--- src/rtl/sop_pkg.sv ---
`timescale 1ns/1ps
package sop_pkg;
  localparam int FIELD_W   = 16;
  localparam int MAX_TERMS = 32;
  localparam int TBL_W     = FIELD_W * MAX_TERMS;

  // width of term idx taken from a packed width table
  function automatic int widthOf(input logic [TBL_W-1:0] tbl, input int idx);
    return int'(tbl[idx*FIELD_W +: FIELD_W]);
  endfunction

  // bit position where term idx starts: sum of all earlier widths
  function automatic int offsetOf(input logic [TBL_W-1:0] tbl, input int idx);
    int acc;
    acc = 0;
    for (int k = 0; k < idx; k++) acc += widthOf(tbl, k);
    return acc;
  endfunction
endpackage

--- src/rtl/sop_unpack.sv ---
`timescale 1ns/1ps
module sop_unpack
  import sop_pkg::*;
#(
  parameter int NUM   = 2,
  parameter int BUS_W = 8,
  parameter int OUT_W = 16,
  parameter logic [TBL_W-1:0] TBL = '0,
  parameter logic [NUM-1:0] SIGNED = '0
) (
  input  logic [BUS_W-1:0]            bus,
  output logic [NUM-1:0][OUT_W-1:0]   ext
);
  for (genvar i = 0; i < NUM; i++) begin : g_term
    localparam int W   = widthOf(TBL, i);
    localparam int OFF = offsetOf(TBL, i);
    if (W < 1) begin : g_bad_width
      $error("sop_unpack: term %0d has zero width", i);
    end else if (W >= OUT_W) begin : g_trunc
      assign ext[i] = bus[OFF +: OUT_W];
    end else begin : g_extend
      logic fill;
      assign fill   = SIGNED[i] & bus[OFF+W-1];
      assign ext[i] = {{(OUT_W-W){fill}}, bus[OFF +: W]};
    end
  end
endmodule

--- src/rtl/sop_lane.sv ---
`timescale 1ns/1ps
module sop_lane #(
  parameter int OUT_W = 16,
  parameter bit NEG   = 1'b0
) (
  input  logic [OUT_W-1:0] opA,
  input  logic [OUT_W-1:0] opB,
  output logic [OUT_W-1:0] term
);
  logic [OUT_W-1:0] prod;
  assign prod = opA * opB;

  if (NEG) begin : g_sub
    assign term = (~prod) + OUT_W'(1);
  end else begin : g_add
    assign term = prod;
  end
endmodule

--- src/rtl/sop_sum.sv ---
`timescale 1ns/1ps
module sop_sum #(
  parameter int N     = 2,
  parameter int OUT_W = 16
) (
  input  logic [N-1:0][OUT_W-1:0] terms,
  output logic [OUT_W-1:0]        total
);
  always_comb begin
    total = '0;
    for (int i = 0; i < N; i++) total = total + terms[i];
  end
endmodule

--- src/rtl/sop_unit.sv ---
`timescale 1ns/1ps
module sop_unit
  import sop_pkg::*;
#(
  parameter int NUM_PROD = 3,
  parameter int NUM_ADD  = 2,
  parameter int OUT_W    = 24,
  parameter A_WIDTHS      = {16'd12, 16'd5, 16'd8},
  parameter B_WIDTHS      = {16'd4, 16'd7, 16'd8},
  parameter C_WIDTHS      = {16'd16, 16'd10},
  parameter PROD_A_SIGNED = 3'b101,
  parameter PROD_B_SIGNED = 3'b101,
  parameter PROD_NEG      = 3'b010,
  parameter ADD_SIGNED    = 2'b01,
  parameter ADD_NEG       = 2'b10,
  parameter int A_BUS_W  = 25,
  parameter int B_BUS_W  = 19,
  parameter int C_BUS_W  = 26
) (
  input  logic [A_BUS_W-1:0] aBus,
  input  logic [B_BUS_W-1:0] bBus,
  input  logic [C_BUS_W-1:0] cBus,
  output logic [OUT_W-1:0]   result
);
  localparam int NUM_TERMS = NUM_PROD + NUM_ADD;
  localparam logic [TBL_W-1:0] aTbl = TBL_W'(A_WIDTHS);
  localparam logic [TBL_W-1:0] bTbl = TBL_W'(B_WIDTHS);
  localparam logic [TBL_W-1:0] cTbl = TBL_W'(C_WIDTHS);

  // configuration checks at elaboration
  if (NUM_PROD < 1 || NUM_ADD < 1 || NUM_PROD > MAX_TERMS || NUM_ADD > MAX_TERMS) begin : g_err_count
    $error("sop_unit: term counts out of range");
  end
  if ($bits(A_WIDTHS) != FIELD_W*NUM_PROD || $bits(B_WIDTHS) != FIELD_W*NUM_PROD
      || $bits(C_WIDTHS) != FIELD_W*NUM_ADD) begin : g_err_tbl
    $error("sop_unit: width table length mismatch");
  end
  if ($bits(PROD_A_SIGNED) != NUM_PROD || $bits(PROD_B_SIGNED) != NUM_PROD
      || $bits(PROD_NEG) != NUM_PROD || $bits(ADD_SIGNED) != NUM_ADD
      || $bits(ADD_NEG) != NUM_ADD) begin : g_err_flags
    $error("sop_unit: flag vector length mismatch");
  end
  if (PROD_A_SIGNED != PROD_B_SIGNED) begin : g_err_sign
    $error("sop_unit: product signedness differs between A and B");
  end
  if (offsetOf(aTbl, NUM_PROD) != A_BUS_W || offsetOf(bTbl, NUM_PROD) != B_BUS_W
      || offsetOf(cTbl, NUM_ADD) != C_BUS_W) begin : g_err_bus
    $error("sop_unit: bus width differs from width table sum");
  end

  logic [NUM_PROD-1:0][OUT_W-1:0] extA;
  logic [NUM_PROD-1:0][OUT_W-1:0] extB;
  logic [NUM_ADD-1:0][OUT_W-1:0]  extC;
  logic [NUM_TERMS-1:0][OUT_W-1:0] termVals;

  sop_unpack #(.NUM(NUM_PROD), .BUS_W(A_BUS_W), .OUT_W(OUT_W), .TBL(aTbl),
               .SIGNED(PROD_A_SIGNED)) u_unpackA (.bus(aBus), .ext(extA));
  sop_unpack #(.NUM(NUM_PROD), .BUS_W(B_BUS_W), .OUT_W(OUT_W), .TBL(bTbl),
               .SIGNED(PROD_B_SIGNED)) u_unpackB (.bus(bBus), .ext(extB));
  sop_unpack #(.NUM(NUM_ADD), .BUS_W(C_BUS_W), .OUT_W(OUT_W), .TBL(cTbl),
               .SIGNED(ADD_SIGNED)) u_unpackC (.bus(cBus), .ext(extC));

  for (genvar i = 0; i < NUM_PROD; i++) begin : g_prod
    sop_lane #(.OUT_W(OUT_W), .NEG(PROD_NEG[i])) u_lane (
      .opA(extA[i]), .opB(extB[i]), .term(termVals[i]));
  end
  for (genvar j = 0; j < NUM_ADD; j++) begin : g_add
    sop_lane #(.OUT_W(OUT_W), .NEG(ADD_NEG[j])) u_lane (
      .opA(extC[j]), .opB(OUT_W'(1)), .term(termVals[NUM_PROD+j]));
  end

  sop_sum #(.N(NUM_TERMS), .OUT_W(OUT_W)) u_sum (.terms(termVals), .total(result));
endmodule

--- config.mk ---
export PLATFORM = sky130hd
export DESIGN_NAME = sop_unit
export DESIGN_NICKNAME = d
export VERILOG_FILES = /design/src/rtl/sop_pkg.sv /design/src/rtl/sop_unpack.sv /design/src/rtl/sop_lane.sv /design/src/rtl/sop_sum.sv /design/src/rtl/sop_unit.sv
export SDC_FILE = /design/constraint.sdc
export NUM_CORES = 1
export LEC_CHECK = 0
export ABC_AREA = 1
export BUFFER_PORTS_ARGS = -buffer_cell sky130_fd_sc_hd__buf_4
export CAP_MARGIN = 20
export CORE_MARGIN = 8
export CORE_UTILIZATION = 50
export DETAILED_ROUTE_END_ITERATION = 10
export PLACE_DENSITY = 0.7
export RECOVER_POWER = 25
export SETUP_SLACK_MARGIN = 0.3
export SLEW_MARGIN = 20
export SYNTH_ARGS = -nofsm -noshare
export SYNTH_HDL_FRONTEND = slang
export SYNTH_SLANG_ARGS = --single-unit
--- constraint.sdc ---
create_clock -name vclk -period 15.9
set_input_delay 3.18 -clock vclk [all_inputs]
set_output_delay 3.18 -clock vclk [all_outputs]
set_load 0.02 [all_outputs]
==> run summary <==
min Tclk post-route -> 12.54 ns
# hold bufs at CTS -> 0
chip height -> 146 um
via count -> 7255
Adder-Cell Fraction of Synth Area -> 49.9%
hold_ws -> 6.86 ns
slowest stage cell on the critical path -> fa_1
I/O pins -> 94
Core ar. -> 16500 um2
Distinct cells, synth -> 28
critical path's largest stage delay -> 0.73 ns
Die X -> 146 um
final critical-path share of the clock period -> 78.9%
sequential cells -> 0
share of layout cells above drive strength 1 -> 9.35%
Mapped Area -> 8410 um2
Compound-Gate Fraction of Synth Area -> 3.50%
DR iter-0 viols -> 445
RSZ-0062 raised after global routing -> false
Ys Warns -> 0
multi-input combinational cell area -> 6910 um2
max-slew violations -> 0
average vias per placed instance -> 4.72
worst hold endpoint -> result[0]
cell mode on critical path -> nand2_1
Layout area overhead -> 10.5%
Cells after Synth -> 1242
number of global-route vias before repair -> 7287
Worst Setup Start Kind -> input pin
register area -> 0 um2
Util after Layout -> 56.2%
final net count -> 1639
Rel. slew slack -> 74.0%
Post-CTS Resized -> 0
Setup Fix Bufs, Post-CTS -> 0
run status -> complete, no violations
Synth area leaders -> fa_1 34%, inv_1 17%, ha_1 16%
Final Hold Fails -> 0
mux contribution to synthesized area -> 0%
Port-buffer cells -> 94
final setup fails -> 0
Max Cap Viol -> 0
Required @ worst endpoint -> 12.72 ns
WP data arrival -> 9.36 ns
Syn Nets -> 1563
WL final -> 18400 um
Clock Buffer Count -> 0
pin count of the biggest net entering global routing -> 14
GR Overflow Total -> 0
CP max FO -> 8
Setup TNS -> 0 ns
Initial DRT Pass Iterations -> 5
Slew @ Worst Pin -> 0.389 ns
CP Class -> in2out
global-route wire length before repair -> 33000 um
HPWL after DPL -> 17100 um
post-synth top area cell -> fa_1
initial core utilization -> 50.9%
XOR/XNOR Fraction of Synth Area -> 3.96%
wire per inst -> 12.0 um
post-synthesis area per instance -> 6.77 um2
share of the synthesized area in the top cell type -> 33.6%
# DRC -> 0
antenna violations before repair -> 0
Inserted Diodes -> 0
die area -> 21200 um2
fillers -> 1641
Critical Path Start -> aBus[7]
top achievable clock speed -> 0.0797 GHz
all-layer global routing usage -> 18.0%
hold depth -> 3
routability cong. -> 0.898
worst hold start -> cBus[1]
Core Rows -> 47
worst hold path type -> in2out
register area share after synthesis -> 0%
Crit. End Element -> primary output
main combinational cell family by area after synthesis -> adder cells
Simple-Gate Fraction of Synth Area -> 24.8%
Post-DRT Antenna Nets -> 0
==> per-layer routing <==
metal | vias to the layer above | share of wire, % | GRT usage (%)
met3 | 6 | 4.6 | 1.27
met5 | - | 0 | 0
met2 | 143 | 47 | 30.4
met4 | 0 | 0.32 | 0.677
li1 | 3729 | - | -
met1 | 3377 | 48 | 26.0
==> metrics by stage <==
stage	area (um2)	cells	setup slack, ns
after floorplan	8410	1242	3.78
after global placement	9310	1536	3.41
after detailed placement	9310	1536	3.35
after CTS	9310	1536	3.33
after global routing	9290	1536	2.93
final	9290	1536	3.36
==> final cells by class <==
cell class / instances / share of cell area (%)
Inverter: 378 / 15.3
Multi-Input combinational cell: 844 / 74.4
Tap cell: 220 / 2.96
Timing Repair Buffer: 94 / 7.35
==> cell usage after synthesis <==
cell type	number
a21o_1	2
or2_1	1
nand4_1	9
o21bai_1	7
nor3_1	2
o21ai_0	13
fa_1	141
nand3_2	2
a21oi_1	27
nand3b_1	5
clkinv_1	2
nor2_2	9
o21ai_1	1
nand2_1	357
nor2_1	48
xor2_1	21
nor2_4	1
a31oi_1	2
xnor2_1	17
nand2_2	10
or2_2	12
nand3_1	45
inv_1	376
ha_1	110
buf_2	1
clkbuf_1	19
a21oi_2	1
and2_1	1
==> kinds of logic (layout without fill, tap and decap cells) <==
| family | after synthesis | count (layout) |
|---|---|---|
| XOR/XNOR | 38 | 38 |
| AO/OA/AOI/OAI | 53 | 53 |
| adder cells (fa/ha/maj) | 251 | 251 |
| buffers and inverters | 398 | 472 |
| AND/OR/NAND/NOR | 502 | 502 |
==> worst max-delay path, delay by kind of cell <==
kind	cells	cell delay (ns)
fa+ha+maj	9	4.10
simple gates	15	1.50
buf+inv	6	0.56
==> layout by cell type, fill, tap and decap left out <==
cell type,n
inv_1,376
a21oi_1,27
o21bai_1,7
or2_1,1
a31oi_1,2
and2_1,1
xor2_1,21
a21oi_2,1
nor2_1,48
ha_1,110
nor2_2,9
o21ai_0,13
o21ai_1,1
xnor2_1,17
nor3_1,2
nand4_1,9
a21o_1,2
nand2_1,357
nand2_2,10
nand3b_1,5
clkinv_1,2
nor2_4,1
or2_2,12
nand3_1,45
fa_1,141
nand3_2,2
buf_4,88
clkbuf_1,6
==> worst max path at each step <==
stage	endpoint
CTS	result[20]
floorplan	result[20]
detailed placement	result[20]
global placement	result[19]
finish	result[21]
global route	result[20]
Power is not shown: default switching activity piles up to over one toggle a cycle in this logic, so the estimate is an artifact.
